File: config.mk
export PLATFORM = sky130hd
export DESIGN_NAME = cart_bank_ctrl
export DESIGN_NICKNAME = d
export VERILOG_FILES = /design/src/rtl/cbc_pkg.sv /design/src/rtl/cbc_regs.sv /design/src/rtl/cbc_rom_map.sv /design/src/rtl/cbc_ram_map.sv /design/src/rtl/cart_bank_ctrl.sv
export SDC_FILE = /design/constraint.sdc
export NUM_CORES = 1
export LEC_CHECK = 0
export BUFFER_PORTS_ARGS = -buffer_cell sky130_fd_sc_hd__buf_2
export CAP_MARGIN = 10
export CORE_ASPECT_RATIO = 1.4
export CORE_MARGIN = 10
export CORE_UTILIZATION = 36
export DETAILED_ROUTE_END_ITERATION = 8
export GPL_ROUTABILITY_DRIVEN = 1
export GPL_TIMING_DRIVEN = 1
export MAX_ROUTING_LAYER = met4
export PLACE_DENSITY = 0.83
export SLEW_MARGIN = 5
export SYNTH_ARGS = -nofsm -noshare
export SYNTH_HDL_FRONTEND = slang
export SYNTH_SLANG_ARGS = --single-unit
File: constraint.sdc
create_clock -name clk -period 0.9 [get_ports clk]
set_input_delay 0.09 -clock clk [delete_from_list [all_inputs] [get_ports clk]]
set_output_delay 0.09 -clock clk [all_outputs]
set_load 0.1 [all_outputs]
File: src/rtl/cbc_pkg.sv
package cbc_pkg;

  localparam int LOW_W    = 5;
  localparam int UPPER_W  = 2;
  localparam int FULL_W   = LOW_W + UPPER_W;
  localparam int ROM_OFS_W = 14;
  localparam int RAM_OFS_W = 13;

  typedef enum logic [1:0] {
    SEL_RAM_EN = 2'd0,
    SEL_LOW    = 2'd1,
    SEL_UPPER  = 2'd2,
    SEL_MODE   = 2'd3
  } reg_sel_e;

  typedef struct packed {
    logic               ram_en;
    logic [LOW_W-1:0]   low;
    logic [UPPER_W-1:0] upper;
    logic               mode;
  } bank_regs_t;

  function automatic reg_sel_e decode_sel(input logic [1:0] a);
    return reg_sel_e'(a);
  endfunction

  function automatic logic ram_en_from(input logic [3:0] nib);
    return nib == 4'hA;
  endfunction

  function automatic logic [LOW_W-1:0] low_from(input logic [LOW_W-1:0] d);
    return (d == '0) ? LOW_W'(1) : d;
  endfunction

  function automatic logic [FULL_W-1:0] switch_bank(input logic [UPPER_W-1:0] up,
                                                    input logic [LOW_W-1:0] lo);
    return {up, lo};
  endfunction

  function automatic logic [FULL_W-1:0] fixed_bank(input logic mode,
                                                   input logic [UPPER_W-1:0] up);
    return mode ? {up, {LOW_W{1'b0}}} : '0;
  endfunction

  function automatic logic [UPPER_W-1:0] ram_bank(input logic mode,
                                                  input logic [UPPER_W-1:0] up);
    return mode ? up : '0;
  endfunction

endpackage

File: src/rtl/cbc_regs.sv
module cbc_regs
  import cbc_pkg::*;
(
  input  logic       clk,
  input  logic       rst_n,
  input  logic [2:0] addr_hi,
  input  logic [4:0] wdata_lo,
  input  logic       we,
  output bank_regs_t regs_q,
  output logic       wr_ram_en,
  output logic       wr_low,
  output logic       wr_upper,
  output logic       wr_mode
);

  logic     rom_wr;
  reg_sel_e sel;
  logic [3:0] wr_vec;

  assign rom_wr = we & ~addr_hi[2];
  assign sel    = decode_sel(addr_hi[1:0]);

  for (genvar i = 0; i < 4; i++) begin : g_evt
    assign wr_vec[i] = rom_wr && (sel == reg_sel_e'(i));
  end

  assign wr_ram_en = wr_vec[SEL_RAM_EN];
  assign wr_low    = wr_vec[SEL_LOW];
  assign wr_upper  = wr_vec[SEL_UPPER];
  assign wr_mode   = wr_vec[SEL_MODE];

  always_ff @(posedge clk or negedge rst_n) begin
    if (!rst_n) begin
      regs_q.ram_en <= 1'b0;
      regs_q.low    <= LOW_W'(1);
      regs_q.upper  <= '0;
      regs_q.mode   <= 1'b0;
    end else begin
      if (wr_ram_en) regs_q.ram_en <= ram_en_from(wdata_lo[3:0]);
      if (wr_low)    regs_q.low    <= low_from(wdata_lo);
      if (wr_upper)  regs_q.upper  <= wdata_lo[UPPER_W-1:0];
      if (wr_mode)   regs_q.mode   <= wdata_lo[0];
    end
  end

endmodule

File: src/rtl/cbc_rom_map.sv
module cbc_rom_map
  import cbc_pkg::*;
#(
  parameter int ROM_BANK_BITS = 7,
  localparam int ROM_AW = ROM_OFS_W + ROM_BANK_BITS
)(
  input  bank_regs_t        regs,
  input  logic [15:0]       cpu_addr,
  output logic [ROM_AW-1:0] rom_addr,
  output logic              rom_sel
);

  localparam int EXT_W = (ROM_BANK_BITS > FULL_W) ? ROM_BANK_BITS : FULL_W;

  logic [FULL_W-1:0]        bank_full;
  logic [EXT_W-1:0]         bank_ext;
  logic [ROM_BANK_BITS-1:0] bank;

  assign bank_full = cpu_addr[14] ? switch_bank(regs.upper, regs.low)
                                  : fixed_bank(regs.mode, regs.upper);
  assign bank_ext  = EXT_W'(bank_full);
  assign bank      = bank_ext[ROM_BANK_BITS-1:0];

  if (EXT_W > ROM_BANK_BITS) begin : g_wrap
    logic unused_bank_hi;
    assign unused_bank_hi = ^bank_ext[EXT_W-1:ROM_BANK_BITS];
  end

  assign rom_addr = {bank, cpu_addr[ROM_OFS_W-1:0]};
  assign rom_sel  = ~cpu_addr[15];

endmodule

File: src/rtl/cbc_ram_map.sv
module cbc_ram_map
  import cbc_pkg::*;
#(
  parameter int RAM_BANK_BITS = 2,
  localparam int RAM_AW = RAM_OFS_W + RAM_BANK_BITS
)(
  input  bank_regs_t        regs,
  input  logic [15:0]       cpu_addr,
  output logic [RAM_AW-1:0] ram_addr,
  output logic              ram_sel
);

  localparam int EXT_W = (RAM_BANK_BITS > UPPER_W) ? RAM_BANK_BITS : UPPER_W;

  logic [EXT_W-1:0]         rbank_ext;
  logic [RAM_BANK_BITS-1:0] rbank;
  logic                     in_window;

  assign rbank_ext = EXT_W'(ram_bank(regs.mode, regs.upper));
  assign rbank     = rbank_ext[RAM_BANK_BITS-1:0];

  if (EXT_W > RAM_BANK_BITS) begin : g_wrap
    logic unused_rbank_hi;
    assign unused_rbank_hi = ^rbank_ext[EXT_W-1:RAM_BANK_BITS];
  end

  assign in_window = (cpu_addr[15:13] == 3'b101);
  assign ram_sel   = in_window & regs.ram_en;
  assign ram_addr  = {rbank, cpu_addr[RAM_OFS_W-1:0]};

endmodule

File: src/rtl/cart_bank_ctrl.sv
module cart_bank_ctrl
  import cbc_pkg::*;
#(
  parameter int ROM_BANK_BITS = 7,
  parameter int RAM_BANK_BITS = 2,
  localparam int ROM_AW = ROM_OFS_W + ROM_BANK_BITS,
  localparam int RAM_AW = RAM_OFS_W + RAM_BANK_BITS
)(
  input  logic              clk,
  input  logic              rst_n,
  input  logic [15:0]       cpu_addr,
  input  logic [7:0]        cpu_wdata,
  input  logic              cpu_we,
  output logic [ROM_AW-1:0] rom_addr,
  output logic              rom_sel,
  output logic [RAM_AW-1:0] ram_addr,
  output logic              ram_sel
);

  bank_regs_t regs_q;
  logic       wr_ram_en;
  logic       wr_low;
  logic       wr_upper;
  logic       wr_mode;
  logic       unused_wdata_hi;

  assign unused_wdata_hi = ^cpu_wdata[7:5];

  cbc_regs u_regs (
    .clk       (clk),
    .rst_n     (rst_n),
    .addr_hi   (cpu_addr[15:13]),
    .wdata_lo  (cpu_wdata[4:0]),
    .we        (cpu_we),
    .regs_q    (regs_q),
    .wr_ram_en (wr_ram_en),
    .wr_low    (wr_low),
    .wr_upper  (wr_upper),
    .wr_mode   (wr_mode)
  );

  cbc_rom_map #(.ROM_BANK_BITS(ROM_BANK_BITS)) u_rom (
    .regs     (regs_q),
    .cpu_addr (cpu_addr),
    .rom_addr (rom_addr),
    .rom_sel  (rom_sel)
  );

  cbc_ram_map #(.RAM_BANK_BITS(RAM_BANK_BITS)) u_ram (
    .regs     (regs_q),
    .cpu_addr (cpu_addr),
    .ram_addr (ram_addr),
    .ram_sel  (ram_sel)
  );

endmodule

Yosys cells after proc, flatten, opt, wreduce, memory -nomap -nowiden. Index checks and enable logic that the tools add are counted.

$lt $le $gt $ge: 0. Equality and inequality tests: 5. Mux-type cells: 4. Reductions and logical operators: 6. Divide/modulo/power cells: 0. Shifts and indexed selects: 0. Add/subtract/negate cells: 0. Multiply operators: 0. Bitwise logic cells: 3.

Operators by type and width (count): two-way mux 7 bit (2); zero test 5 bit (1); two-way mux 5 bit (1); equality test 2 bit (second input constant) (2); equality test 4 bit (second input constant) (1); logical AND 1 bit (4); equality test 3 bit (second input constant) (1); AND 1 bit (2); equality test 2 x 1 -> 1 bit (second input constant) (1); zero test 2 bit (1); two-way mux 2 bit (1); NOT 1 bit (1).

Output and inout bits: 38. Memories kept: 0. Bits in writable memories: 0. Bits in latches: 0. Memory bits (read-only): 0. Register bits: 9.

Depth between registers and ports, before layout.
Depth in word-level cells: 3. Depth in mapped cells: 4. Mapped depth without buffers: 3.

Hierarchy. From an unflattened synthesis, not the netlist that was laid out.

Cell total of the unflattened synthesis: 65. Area total of the unflattened synthesis: 698.2 um^2.

Modules (own cells, without submodules): cbc_regs (seq. area each 226.5 um^2, times used 1, cells an instance 27, area an instance 422.9 um^2); cbc_rom_map (seq. area each 0.0 um^2, times used 1, cells an instance 22, area an instance 155.1 um^2); cbc_ram_map (seq. area each 0.0 um^2, times used 1, cells an instance 16, area an instance 120.1 um^2).

Worst setup path after synthesis. No wires, ideal clock.

Kind: reg-to-output. Start point: register, netlist name u_regs.regs_q[3]. End point: output port rom_addr[14]. Arrival: 1.251 ns. Stages on the path, launching flop included: 2. Required time: 0.810 ns. Slack: -0.441 ns. Buffers on the path: 0. Cells stage by stage: dfstp_2 -> and2_1.

Longest elaborated chain between the ends: 1.

Ends and longest elaborated chain: two-way mux 7 bit (RTL line cbc_rom_map.sv:19) `assign bank_full = cpu_addr[14] ? switch_bank(regs.upper, regs.low)`; end: declaration (RTL line cart_bank_ctrl.sv:14) `output logic [ROM_AW-1:0] rom_addr,`.

No other way between the ends.

Final worst setup path.
Start point: register, netlist name u_regs.regs_q[3]. End point: output port rom_addr[14].

Longest elaborated chain between the ends: 1.

Ends and longest elaborated chain (RTL line): two-way mux 7 bit (cbc_rom_map.sv:19).

No other way between the ends.

==> impl_metrics.csv <==
group,metric,value,unit
synth,ys_ff_latch,9,
drt,ant_nets,0,
drt,drt_iter0_markers,5,
global_route,antenna_found_initial,0,
clock_network,clockRootBuffer,"clkbuf_4",
synth,synth_fp_nets,94,
final_layout,antenna_cells,0,
drt,via_per_inst,4.703,
sta,setup_viol,11,
clock_network,htree_levels,1,
synth,synth_area_leader_cell,"buf_4",
critical_path,crit_chain,"and2_4 > buf_12",
power,power.leakage,0.4658,nW
sta,worst_slack,-0.2925,ns
power,switching_share,42.84,%
clock_network,clkTransAtPathRegs,0.06,ns
run_status,violations,"setup timing",
final_layout,post-route-util,55.28,%
die,die_h,72.34,µm
global_route,grt_overflow,0,
critical_path,cp_slowest_stage_delay,0.53,ns
synth,seq_area_frac_synth,32.15,%
drt,wl,1731,µm
power,p_int,1.250,mW
flow_run,cap_violations,0,
die,num_rows,18,
placement,place_hpwl,1388,µm
clock_network,clk_latency,0.25,ns
drt,drcViolationCount,0,
clock_network,clock_sinks,9,
sta,finalCritPeriodShare,132.5,%
critical_path,criticalPathCategory,"reg2out",
sta,min_period,1.192,ns
final_layout,drive_above_1_share,79.01,%
global_route,grt_pass1_wl,2856,µm
critical_path,slowest_stage,"dfstp_2",
critical_path,endpoint_kind,"primary output",
global_route,track_usage,8.753,%
power,max-vdd-ir-drop,1386,µV
synth,yosysMostFrequentCell,"buf_4",
drt,num_vias,475,
synth,synth_top_area_share,28.77,%
die,dieArea,0.004151,mm²
min_path,holdCritPathClass,"in2reg",
synth,syn_area_per_cell,10.51,µm²
sta,clock_skew,0,ns
critical_path,arrival,1.10,ns
power,p_sw,936.6,µW
clock_network,numCtsBuffers,3,
final_layout,largestRegisters,"u_regs.regs_q: 9 flops",
sta,tightest_slew,0.2241,ns
placement,port-buffer-count,22,
sta,clock.fmax,838.6,MHz
final_layout,largest_reg_flops,9,
clock_network,cts_buffer_depth,2,
synth,synth_edf_count,0,
power,seqPwrFrac,25.8,%
synth,synthesis.instances,67,
drt,drt_first_pass_iters,2,
final_layout,fillers,149,
synth,synth_area_leaders,"buf_4, dfrtp_1, mux2_4",
synth,yosys-top-cells-count,"buf_4, dfrtp_1, and2_1, mux2_4, mux2_2",
drt,avgRoutedWirePerCell,17.14,µm
power,clkPwrFrac,14.2,%
sta,rsz0062_at_grt,"yes",
synth,synth_ff_type,"dfrtp_1",
sta,max-slew-margin-rel,84.92,%
sta,final-hold-violation-count,0,
final_layout,nets,109,
synth,ys_types,21,
global_route,grt_max_degree,10,
final_layout,area_growth_syn_to_layout,43.16,%
critical_path,cp_data_required_time,0.81,ns
die,die_w,57.39,µm
sta,hold_ws,0.09470,ns
global_route,grt_pass1_vias,582,
die,core,0.001824,mm²
power,powerDensity,2168,mW/mm²
run_status,status,"finished, violations left",
critical_path,cp_max_fo,2,
die,boundaryPins,65,
synth,yosys_warnings,0,
placement,gp_congestion,0.8082,
final_layout,regMostFlops,"u_regs.regs_q",
clock_network,cts_tree,"yes",
sta,final_max_slew_viol_count,0,
synth,synthArstFlopShare,100.0,%
power,p_comb_share,60.0,%
synth,syn-cell-area,704.4,µm²
critical_path,start_kind,"register",
die,initial_utilization,38.61,%
[cell type report]
type	count	area (µm²)	area share [%]
Clock buffer	4	26.28	2.605
Inverter	1	7.507	0.7444
Multi-Input combinational cell	28	290.3	28.78
Sequential cell	9	227.7	22.58
Tap cell	20	25.02	2.481
Timing Repair Buffer	39	431.7	42.80
[placed cells by master, fill, tap and decap left out]
master / Yosys / routed
buf_4: 27 / 13
buf_12: 0 / 12
buf_2: 1 / 10
and2_4: 0 / 7
dfrtp_1: 8 / 7
mux2_4: 4 / 4
mux2_2: 3 / 3
clkbuf_4: 0 / 3
buf_6: 1 / 3
o21a_4: 0 / 2
nor2_1: 2 / 2
clkinvlp_4: 0 / 1
and4b_4: 0 / 1
and4bb_1: 1 / 1
nor4_1: 1 / 1
a21oi_1: 1 / 1
and4bb_4: 1 / 1
nand4_1: 1 / 1
or4bb_1: 1 / 1
or4b_4: 1 / 1
nand2_1: 1 / 1
o21ai_2: 1 / 1
clkbuf_1: 0 / 1
dlygate4sd3_1: 0 / 1
dfrtp_2: 0 / 1
dfstp_2: 1 / 1
[through the flow]
stage          instance area (µm²)  std cells  power [mW]  setup WS, ns  TNS (ns)
3_5_place_dp                 908.4         90       1.760       -0.1617    -1.184
6_report                      1008        101       2.186       -0.2925    -2.064
4_1_cts                      982.2         99       2.168       -0.2984    -2.040
3_3_place_gp                 908.4         90       1.747       -0.1409    -1.042
2_1_floorplan                739.5         67       1.858       -0.2471   -0.4020
5_1_grt                       1008        101       2.280       -0.3237    -2.461
[power by group through the flow]
stage                     combinational (mW)  sequential (mW)  clock, mW
after CTS                               1.28            0.559      0.325
final                                   1.31            0.565      0.310
after global routing                    1.36            0.577      0.344
after floorplan                         1.31            0.544          0
after detailed placement                1.20            0.561          0
after global placement                  1.19            0.562          0
[worst max-delay path: cells and delay by family, from the launching register on]
kind                   cells  cell delay (ns)
buffers and inverters      1             0.16
flip-flops                 1             0.53
AND/OR/NAND/NOR            1             0.15
[layer usage]
layer	up-vias	track usage [%]	routed length [µm]	part of all wire, %
met1	226	7.282	563	33
met5	-	-	0	0
li1	227	-	-	-
met3	0	4.704	185	11
met4	0	3.927	0	0
met2	22	15.55	983	57
[final timing paths]
check	start	to	slack (ns)	depth (start not counted)
max	u_regs.regs_q[3]	rom_addr[14]	-0.29	2
max in group asynchronous	rst_n	u_regs.regs_q[3]	0.43	2
min reg2reg	u_regs.regs_q[3]	u_regs.regs_q[3]	0.51	2
min in group asynchronous	rst_n	u_regs.regs_q[6]	0.22	2
min	cpu_wdata[4]	u_regs.regs_q[7]	0.09	2
max reg2reg	u_regs.regs_q[5]	u_regs.regs_q[5]	-0.09	3
[cell families after synthesis]
logic type	count (synthesis)	synth area share, %
buffers and inverters	30	31.61
AND/OR/NAND/NOR	17	18.83
flip-flops	9	32.15
multiplexers	7	13.32
AO/OA/AOI/OAI	4	4.084
[repair_timing]
| item | 4_1_cts | 5_1_grt |
|---|---|---|
| hold buffers | 1 | 0 |
| setup buffers | 4 | 3 |
| pin swaps | 7 | 0 |
| gates cloned | 0 | 0 |
| setup endpoints to repair | 10 | 12 |
| gates resized for setup | 6 | 3 |
| hold endpoints to repair | 9 | 0 |
Note: power is estimated with default switching activity, not from simulation.
